==> src/rtl/mdu_pkg.sv <==
package mdu_pkg;
  typedef enum logic [2:0] {
    OP_MUL32  = 3'd0,
    OP_MUL64  = 3'd1,
    OP_DIV32  = 3'd2,
    OP_DIV64  = 3'd3,
    OP_DIVU32 = 3'd4
  } mdu_op_e;

  localparam int SUB_W = 5;
  localparam logic [SUB_W-1:0] SEL_LOW  = 5'd2;
  localparam logic [SUB_W-1:0] SEL_HIGH = 5'd3;

  typedef enum logic {ST_IDLE = 1'b0, ST_RUN = 1'b1} mdu_state_e;
endpackage

==> src/rtl/mdu_mult.sv <==
module mdu_mult #(
  parameter int W     = 64,
  parameter int CHUNK = 16
) (
  input  logic           clk,
  input  logic           rst,
  input  logic           go,
  input  logic [W-1:0]   a_mag,
  input  logic [W-1:0]   b_mag,
  output logic           done,
  output logic [2*W-1:0] prod
);
  localparam int STEPS = W / CHUNK;
  localparam int SW    = (STEPS > 1) ? $clog2(STEPS) : 1;

  logic [W-1:0]       areg, breg;
  logic [SW-1:0]      step;
  logic               run;
  logic [W+CHUNK-1:0] part;
  logic [2*W-1:0]     shifted;

  // one slice of the multiplier times the whole multiplicand
  always_comb begin
    part    = {{CHUNK{1'b0}}, areg} * {{W{1'b0}}, breg[CHUNK-1:0]};
    shifted = {{(W-CHUNK){1'b0}}, part} << (step * CHUNK);
  end

  always_ff @(posedge clk) begin
    if (rst) begin
      areg <= '0;
      breg <= '0;
      step <= '0;
      run  <= 1'b0;
      done <= 1'b0;
      prod <= '0;
    end else begin
      done <= 1'b0;
      if (go) begin
        areg <= a_mag;
        breg <= b_mag;
        step <= '0;
        prod <= '0;
        run  <= 1'b1;
      end else if (run) begin
        prod <= prod + shifted;
        breg <= breg >> CHUNK;
        step <= step + 1'b1;
        if (step == SW'(STEPS-1)) begin
          run  <= 1'b0;
          done <= 1'b1;
        end
      end
    end
  end
endmodule

==> src/rtl/mdu_div.sv <==
module mdu_div #(
  parameter int W  = 64,
  parameter int CW = 7
) (
  input  logic          clk,
  input  logic          rst,
  input  logic          go,
  input  logic [W-1:0]  num,
  input  logic [W-1:0]  den,
  input  logic [CW-1:0] steps,
  output logic          done,
  output logic [W-1:0]  quo,
  output logic [W-1:0]  rem
);
  logic [W-1:0]  dreg;
  logic [CW-1:0] left;
  logic          run;
  logic [W:0]    trial, diff;

  // restoring step: shift in next dividend bit, subtract if it fits
  always_comb begin
    trial = {rem, quo[W-1]};
    diff  = trial - {1'b0, dreg};
  end

  always_ff @(posedge clk) begin
    if (rst) begin
      dreg <= '0;
      left <= '0;
      run  <= 1'b0;
      done <= 1'b0;
      quo  <= '0;
      rem  <= '0;
    end else begin
      done <= 1'b0;
      if (go) begin
        dreg <= den;
        quo  <= num;
        rem  <= '0;
        left <= steps;
        run  <= 1'b1;
      end else if (run) begin
        if (!diff[W]) begin
          rem <= diff[W-1:0];
          quo <= {quo[W-2:0], 1'b1};
        end else begin
          rem <= trial[W-1:0];
          quo <= {quo[W-2:0], 1'b0};
        end
        left <= left - 1'b1;
        if (left == CW'(1)) begin
          run  <= 1'b0;
          done <= 1'b1;
        end
      end
    end
  end
endmodule

==> src/rtl/mdu_top.sv <==
module mdu_top
  import mdu_pkg::*;
#(
  parameter bit NEW_MODE  = 1'b0,
  parameter int XLEN      = 64,
  parameter int DEST_W    = 5,
  parameter int MUL_CHUNK = 16
) (
  input  logic              clk,
  input  logic              rst,
  input  logic              start_i,
  input  logic [2:0]        op_i,
  input  logic [XLEN-1:0]   opa_i,
  input  logic [XLEN-1:0]   opb_i,
  input  logic [SUB_W-1:0]  sub_i,
  input  logic [DEST_W-1:0] dst_i,
  output logic              busy_o,
  output logic              wb_valid_o,
  output logic              wb_pair_o,
  output logic [DEST_W-1:0] wb_dst_o,
  output logic [XLEN-1:0]   wb_lo_o,
  output logic [XLEN-1:0]   wb_hi_o,
  output logic              err_o
);
  localparam int HALF  = XLEN / 2;
  localparam int CNT_W = $clog2(XLEN + 1);

  mdu_state_e state;
  mdu_op_e    op_in;
  logic is32_in, isdiv_in, signed_in;
  logic [XLEN-1:0] a_ext, b_ext, a_mag, b_mag, div_num;
  logic a_neg, b_neg, div_zero, sub_ok, idle, take;

  logic r_is32, r_isdiv, r_negq, r_negr;
  logic [SUB_W-1:0]  r_sub;
  logic [DEST_W-1:0] r_dst;

  logic              mul_done, div_done;
  logic [2*XLEN-1:0] prod, prod_s;
  logic [XLEN-1:0]   quo, rem, quo_s, rem_s, res_lo, res_hi;

  // operand preparation: extend 32-bit inputs, then take magnitudes
  always_comb begin
    op_in     = mdu_op_e'(op_i);
    is32_in   = (op_in == OP_MUL32) || (op_in == OP_DIV32) || (op_in == OP_DIVU32);
    isdiv_in  = (op_in == OP_DIV32) || (op_in == OP_DIV64) || (op_in == OP_DIVU32);
    signed_in = (op_in != OP_DIVU32);
    if (is32_in) begin
      a_ext = {{HALF{signed_in & opa_i[HALF-1]}}, opa_i[HALF-1:0]};
      b_ext = {{HALF{signed_in & opb_i[HALF-1]}}, opb_i[HALF-1:0]};
    end else begin
      a_ext = opa_i;
      b_ext = opb_i;
    end
    a_neg    = signed_in & a_ext[XLEN-1];
    b_neg    = signed_in & b_ext[XLEN-1];
    a_mag    = a_neg ? -a_ext : a_ext;
    b_mag    = b_neg ? -b_ext : b_ext;
    div_num  = is32_in ? {a_mag[HALF-1:0], {HALF{1'b0}}} : a_mag;
    div_zero = isdiv_in && (b_ext == '0);
    sub_ok   = !NEW_MODE || (sub_i == SEL_LOW) || (sub_i == SEL_HIGH);
    idle     = (state == ST_IDLE);
    take     = start_i && idle && sub_ok && !div_zero;
  end

  mdu_mult #(.W(XLEN), .CHUNK(MUL_CHUNK)) mult_i (
    .clk(clk), .rst(rst), .go(take && !isdiv_in),
    .a_mag(a_mag), .b_mag(b_mag), .done(mul_done), .prod(prod)
  );

  mdu_div #(.W(XLEN), .CW(CNT_W)) div_i (
    .clk(clk), .rst(rst), .go(take && isdiv_in),
    .num(div_num), .den(b_mag),
    .steps(is32_in ? CNT_W'(HALF) : CNT_W'(XLEN)),
    .done(div_done), .quo(quo), .rem(rem)
  );

  // sign fix-up and width selection of the finished result
  always_comb begin
    prod_s = r_negq ? -prod : prod;
    quo_s  = r_negq ? -quo : quo;
    rem_s  = r_negr ? -rem : rem;
    if (r_isdiv) begin
      res_lo = r_is32 ? {{HALF{quo_s[HALF-1]}}, quo_s[HALF-1:0]} : quo_s;
      res_hi = r_is32 ? {{HALF{rem_s[HALF-1]}}, rem_s[HALF-1:0]} : rem_s;
    end else if (r_is32) begin
      res_lo = {{HALF{prod_s[HALF-1]}}, prod_s[HALF-1:0]};
      res_hi = {{HALF{prod_s[XLEN-1]}}, prod_s[XLEN-1:HALF]};
    end else begin
      res_lo = prod_s[XLEN-1:0];
      res_hi = prod_s[2*XLEN-1:XLEN];
    end
  end

  always_ff @(posedge clk) begin
    if (rst) begin
      state      <= ST_IDLE;
      r_is32     <= 1'b0;
      r_isdiv    <= 1'b0;
      r_negq     <= 1'b0;
      r_negr     <= 1'b0;
      r_sub      <= '0;
      r_dst      <= '0;
      wb_valid_o <= 1'b0;
      wb_pair_o  <= 1'b0;
      wb_dst_o   <= '0;
      wb_lo_o    <= '0;
      wb_hi_o    <= '0;
      err_o      <= 1'b0;
    end else begin
      wb_valid_o <= 1'b0;
      err_o      <= start_i && idle && !sub_ok;
      if (take) begin
        state   <= ST_RUN;
        r_is32  <= is32_in;
        r_isdiv <= isdiv_in;
        r_negq  <= a_neg ^ b_neg;
        r_negr  <= a_neg;
        r_sub   <= sub_i;
        r_dst   <= dst_i;
      end else if (state == ST_RUN && (mul_done || div_done)) begin
        state      <= ST_IDLE;
        wb_valid_o <= 1'b1;
        wb_dst_o   <= r_dst;
        if (NEW_MODE) begin
          wb_lo_o   <= (r_sub == SEL_HIGH) ? res_hi : res_lo;
          wb_hi_o   <= '0;
          wb_pair_o <= 1'b0;
        end else begin
          wb_lo_o   <= res_lo;
          wb_hi_o   <= res_hi;
          wb_pair_o <= 1'b1;
        end
      end
    end
  end

  assign busy_o = (state == ST_RUN);
endmodule

==> config.mk <==
export PLATFORM = sky130hd
export DESIGN_NAME = mdu_top
export DESIGN_NICKNAME = d
export VERILOG_FILES = /design/src/rtl/mdu_pkg.sv /design/src/rtl/mdu_mult.sv /design/src/rtl/mdu_div.sv /design/src/rtl/mdu_top.sv
export SDC_FILE = /design/constraint.sdc
export NUM_CORES = 2
export LEC_CHECK = 0
export CORE_MARGIN = 10
export CORE_UTILIZATION = 35
export DETAILED_ROUTE_END_ITERATION = 6
export HOLD_SLACK_MARGIN = 0.15
export PLACE_DENSITY = 0.61
export SLEW_MARGIN = 20
export SYNTH_ARGS = -nofsm -noshare
export SYNTH_HDL_FRONTEND = slang
export SYNTH_SLANG_ARGS = --single-unit
export TNS_END_PERCENT = 20
==> constraint.sdc <==
create_clock -name clk -period 13.22 [get_ports clk]
set_input_delay 2.644 -clock clk [delete_from_list [all_inputs] [get_ports clk]]
set_output_delay 2.644 -clock clk [all_outputs]
set_load 0.005 [all_outputs]
======== Word level (Yosys, flattened, before mapping) ========
Cells that the tools add are included.
cells by class
  eq/ne operators ......................... 6
  shift-type cells ........................ 1
  reduce and logical (&&, ||, !) cells .... 24
  muxes and demuxes ....................... 34
  bitwise operators ....................... 9
  $add $sub $neg .......................... 9
  $mul .................................... 1
operators by type and width
  cell                                                                   number
  64-bit 2-to-1 mux                                                      18
  64-bit negation                                                        4
  128-bit adder                                                          1
  128-bit 2-to-1 mux                                                     1
  128-bit negation                                                       1
  80-bit by 6-bit << shifter with 128-bit output                         1
  64-bit by 16-bit multiplier with 80-bit output                         1
  65-bit by 64-bit subtractor with 65-bit output                         1
  64-bit logical NOT                                                     1
  7-bit 2-to-1 mux                                                       3
  1-bit 2-to-1 mux                                                       12
  7-bit by 1-bit equality test with 1-bit output, second input constant  1
  7-bit by 1-bit subtractor with 7-bit output, second input constant     1
  3-bit by 2-bit equality test with 1-bit output, second input constant  2
  1-bit logical AND                                                      6
  2-bit nonzero test                                                     3
  2-bit OR reduction                                                     3
  3-bit OR reduction                                                     2
  1-bit logical OR                                                       5
  1-bit bitwise AND                                                      4
  1-bit NOT                                                              4
  3-bit equality test, second input constant                             1
  3-bit logical NOT                                                      1
  3-bit != test, second input constant                                   1
  other kinds (5)                                                        6
storage, ports and cells
  word-level logic and storage cells ...... 107
  input bits .............................. 144
  flip-flop bits (word level) ............. 606
  output and inout port bits .............. 137

======== Longest topological paths before layout ========
  depth in word-level cells ............... 10
  depth in mapped cells ................... 44
  depth with buffers taken out ............ 41

======== By module ========
Synthesis repeated with hierarchy kept, for this count alone.
unflattened totals
  cell total of the unflattened synthesis .. 10416
  area, all modules ....................... 80687.4 um^2
by module, submodules not included
  module    area an instance (um^2)  seq. area each (um^2)  times used  cells each
  mdu_mult  51331.7                  5205.0                 1           6357
  mdu_top   16931.2                  2902.8                 1           2434
  mdu_div   12424.4                  4023.9                 1           1625

======== Worst setup path before layout ========
OpenSTA, ideal clock, no wires.
  path kind ............................... reg-to-reg
  from .................................... register mult_i.breg[3]
  to ...................................... register mult_i.prod[127]
  path slack .............................. 3319 ps
  arrival time ............................ 9829 ps
  path buffers ............................ 3
  cell stages (with the launch flop) ...... 40
  setup time .............................. 72 ps
  cell sequence ........................... dfxtp_1 -> clkbuf_1 -> clkbuf_1 -> nand2_1 -> fa_1 -> fa_1 -> fa_1 -> inv_1 -> fa_1 -> fa_1 -> inv_1 -> fa_1 -> inv_1 -> ha_1 -> nand3_1 -> a211o_1 -> o21ai_0 -> a21oi_1 -> [4 not listed] -> a31oi_1 -> a21boi_0 -> o31a_1 -> xnor2_1 -> mux4_2 -> ha_1 -> clkbuf_1 -> nand2_1 -> nor2_1 -> nand2_1 -> or4_1 -> a211oi_1 -> nand2b_1 -> a31oi_1 -> o41ai_1 -> a31oi_1 -> nor3_1 -> mux2i_1
on the way
  word-level cells in the longest chain between the ends .. 3
ends and longest elaborated chain
  what                                            RTL line        source
  from (decl)                                     mdu_mult.sv:16  logic [W-1:0] areg, breg;
  from (signal assigned)                          mdu_mult.sv:40  breg <= b_mag;
  from (signal assigned)                          mdu_mult.sv:46  breg <= breg >> CHUNK;
  64-bit by 16-bit multiplier with 80-bit output  mdu_mult.sv:24  part = {{CHUNK{1'b0}}, areg} * {{W{1'b0}}, breg[CHUNK-1:0]};
  80-bit by 6-bit << shifter with 128-bit output  mdu_mult.sv:25  shifted = {{(W-CHUNK){1'b0}}, part} << (step * CHUNK);
  128-bit adder                                   mdu_mult.sv:45  prod <= prod + shifted;
  to (signal assigned)                            mdu_mult.sv:45
  to (decl)                                       mdu_mult.sv:11  output logic [2*W-1:0] prod
No other way between the ends.
A chain may end at the register's enable or synchronous reset.

======== Worst setup path in the final report ========
  from .................................... register mult_i.breg[14]
  to ...................................... register mult_i.prod[127]
The elaborated chain is that of the path after synthesis.

==> impl_metrics.py <==
metrics = {
    "clocking": {
        "cts.clk_slew.worst_paths_ns": 0.06,
        "tritoncts": "built",
        "cts.htree.levels": 3,
        "cts.sinks": 606,
        "ctsResizeCount": 0,
        "hold_buffers": 0,
        "insertion_delay_ns": 0.73,
        "post_cts_buffers": 0,
        "clockRootBuffer": "clkbuf_16",
        "cts_buffers": 78,
        "clockBufferDepth": 3,
    },
    "synth": {
        "synth-seq-cells": 606,
        "synth_adder_area_share_pct": 27.9,
        "synth.avg_cell_area_sq_um": 7.80,
        "synth-edff-count": 0,
        "muxShareOfSynthArea_pct": 3.61,
        "syn-num-nets": 11400,
        "synth-main-ff-cell": "dfxtp_1",
        "ys_seq_area_share_pct": 15.5,
        "syn-cell-area_sq_um": 78100,
        "yosys_warnings": 0,
        "synth_top_family_by_area": "adder cells",
        "yosys.area_share.simple_pct": 19.5,
        "synthCells": 10000,
        "synth-compound-area-share_pct": 18.5,
        "synth.distinct_cells": 95,
        "ys_async_sr_fraction_pct": 0,
        "synth-xor-area-share_pct": 6.60,
    },
    "worst_setup_path": {
        "path_common_cell": "fa_1",
        "criticalPathCategory": "flop to flop",
        "critPathArrivalTime_ns": 13.16,
        "worstPathRequired_ns": 13.87,
        "worst-path-max-fanout": 31,
        "cp-end-kind": "flop",
        "cp-start-kind": "flop",
        "crit_family": "adder cells",
        "crit_buf_inv": 6,
        "cp_slowest_cell": "dfxtp_2",
        "crit_path_max_incr_delay_ns": 0.89,
    },
    "timing": {
        "clock.fmax_mhz": 80.0,
        "finalHoldViolations": 0,
        "worst_pin_slew_ns": 1.25,
        "skew_ns": 0.0532,
        "rsz0062_at_grt": "false",
        "maxSlewViolCount": 0,
        "min_period_ns": 12.50,
        "fin_setup_tns_ns": 0,
        "slew_headroom_pct": 16.0,
        "setup_violations": 0,
        "min_period_over_period_pct": 94.6,
    },
    "die": {
        "dieArea_sq_um": 243000,
        "die_h_microns": 493,
        "ioPinCount": 281,
        "start_util_pct": 35.2,
        "fp-row-count": 173,
        "core_area_sq_um": 222000,
        "die_x_microns": 493,
    },
    "run": {
        "drv_cap": 0,
    },
    "placed_design": {
        "port_buffers": 274,
        "globalplace.congestion": 0.994,
        "post-dp-hpwl_mm": 263,
    },
    "grt": {
        "grt_pass1_vias": 72900,
        "track_usage_pct": 26.2,
        "grt_pass1_wl_mm": 487,
        "grt_max_degree": 91,
        "grt_overflow": 0,
        "antenna_found_initial": 13,
    },
    "cells_and_area": {
        "area_growth_pct": 11.5,
        "nNetsFinal": 11300,
        "drive_gt1_share_pct": 5.43,
        "final_core_util_pct": 39.2,
    },
    "routing": {
        "ant_nets": 0,
        "drtIter0Drc": 8038,
        "via_count": 74200,
        "wirelength_mm": 329,
        "drc": 0,
        "vias_per_cell": 5.70,
        "wl_per_cell_microns": 25.3,
        "drtPass1Iterations": 6,
    },
    "pwr": {
        "power.leakage_nw": 37.6,
        "ir_drop_uv": 108,
        "powerDensity_nw_per_um2": 104,
    },
    "min_path": {
        "hold_path.class": "flop to flop",
    },
    "outcome": {
        "outcome": "complete, no violations",
    },
}
-- path summary, 6_finish.rpt --
kind	cells after the start	endpoint	from	slack [ns]
max reg2reg	37	mult_i.prod[127]$_SDFFE_PP0P_	mult_i.breg[14]$_SDFFE_PP0P_	0.72
min	2	wb_lo_o[31]$_SDFFE_PP0P_	wb_lo_o[31]$_SDFFE_PP0P_	0.45
max	37	mult_i.prod[127]$_SDFFE_PP0P_	mult_i.breg[14]$_SDFFE_PP0P_	0.72
min reg2reg	2	wb_lo_o[31]$_SDFFE_PP0P_	wb_lo_o[31]$_SDFFE_PP0P_	0.45
-- cell families (layout without fill, tap and decap cells) --
logic type | after synthesis | in the layout
compound gates | 2284 | 2284
xor+xnor | 589 | 589
fa+ha+maj | 1219 | 1219
buf+inv | 1753 | 1772
flops | 606 | 606
mux | 273 | 273
other cells | 1 | 6
simple gates | 3297 | 3297
-- power by group --
group          internal, mW  switching [mW]
sequential             1.92           0.249
combinational          1.56            3.02
clock                  1.32           0.978
total                  4.80            4.24
-- cell usage after synthesis, types with 50 or more instances --
library cell / count / share of area (%)
o21ai_0: 498 / 3.2
a21oi_1: 671 / 4.3
a21o_1: 220 / 2.1
mux2i_1: 237 / 3.0
dfxtp_1: 606 / 16
clkbuf_1: 604 / 2.9
nor2_1: 786 / 3.8
xnor2_1: 323 / 3.6
nor2b_1: 66 / 0.53
nand4_1: 126 / 1.0
nand2_1: 1323 / 6.4
or3_1: 78 / 0.62
nor4_1: 52 / 0.42
and2_1: 369 / 3.0
xor2_1: 266 / 3.0
o21bai_1: 64 / 0.61
or4_1: 50 / 0.48
nor3_1: 167 / 1.1
a211oi_1: 241 / 2.3
fa_1: 868 / 22
a31oi_1: 84 / 0.67
inv_1: 1095 / 5.3
o31ai_1: 95 / 0.91
nand3_1: 109 / 0.70
ha_1: 351 / 5.6
nand2b_1: 54 / 0.43
-- through the flow --
stage | setup slack [ns] | power, mW | hold WS (ns) | instances | area [sq um]
final | 0.716 | 9.04 | 0.452 | 13000 | 87100
after global routing | 0.344 | 9.53 | 0.472 | 13000 | 87100
after CTS | 0.871 | 8.98 | 0.455 | 13000 | 87100
after detailed placement | 0.956 | 6.65 | 0.438 | 12900 | 84400
after global placement | 0.860 | 6.65 | 0.438 | 12900 | 84400
after floorplan | 3.32 | 5.04 | 0.426 | 10000 | 78100
-- area by class of cell --
class	count	area, sq um
Multi-Input combinational cell	7663	59500
Tap cell	2975	3720
Fill cell	22900	135000
Timing Repair Buffer	531	4840
Antenna cell	5	12.5
Clock inverter	42	536
Clock buffer	101	2180
Inverter	1098	4120
Sequential cell	606	12200
-- placed cells by master (no fill, tap or decap), drive strengths merged, types with 64 or more instances in the layout --
cell,netlist,routed
nand2,1324,1324
inv,1095,1100
fa,868,868
nor2,787,787
a21oi,673,673
dfxtp,606,606
o21ai,509,509
and2,370,370
ha,351,351
xnor2,323,323
clkdlybuf4s50,0,273
xor2,266,266
buf,51,257
a211oi,241,241
mux2i,237,237
a21o,220,220
nor3,168,168
nand4,126,126
nand3,109,109
clkbuf,604,102
o31ai,100,100
a31oi,84,84
or3,79,79
nor2b,66,66
o21bai,64,64
-- worst reg2reg max path, delay by kind of cell (launching register included) --
family / cells / cell delay (ns)
adders and majority gates: 8 / 4.01
AOI/OAI and AO/OA: 11 / 2.93
and+or+nand+nor: 9 / 2.30
buffers and inverters: 6 / 1.07
DFF: 1 / 0.89
xor gates and xnor gates: 1 / 0.71
muxes: 2 / 0.57
-- per-layer routing --
layer | up-vias | track usage [%] | share of wire [%]
met4 | 8 | 12.6 | 5.7
met3 | 647 | 5.18 | 8.6
met2 | 3280 | 40.8 | 44
met5 | - | 0 | 0.016
met1 | 36900 | 34.8 | 42
li1 | 33400 | - | -
-- flip-flops by register name, summed over array words and instances (netlist names), 2 cells and up --
signal and count:
div_i.left 7, div_i.dreg 64, mult_i.areg 64, r_dst 5, mult_i.prod 128, wb_lo_o 64
wb_dst_o 5, div_i.quo 64, mult_i.breg 64, wb_hi_o 64, mult_i.step 2, div_i.rem 64
(Power assumes the default switching activity.)
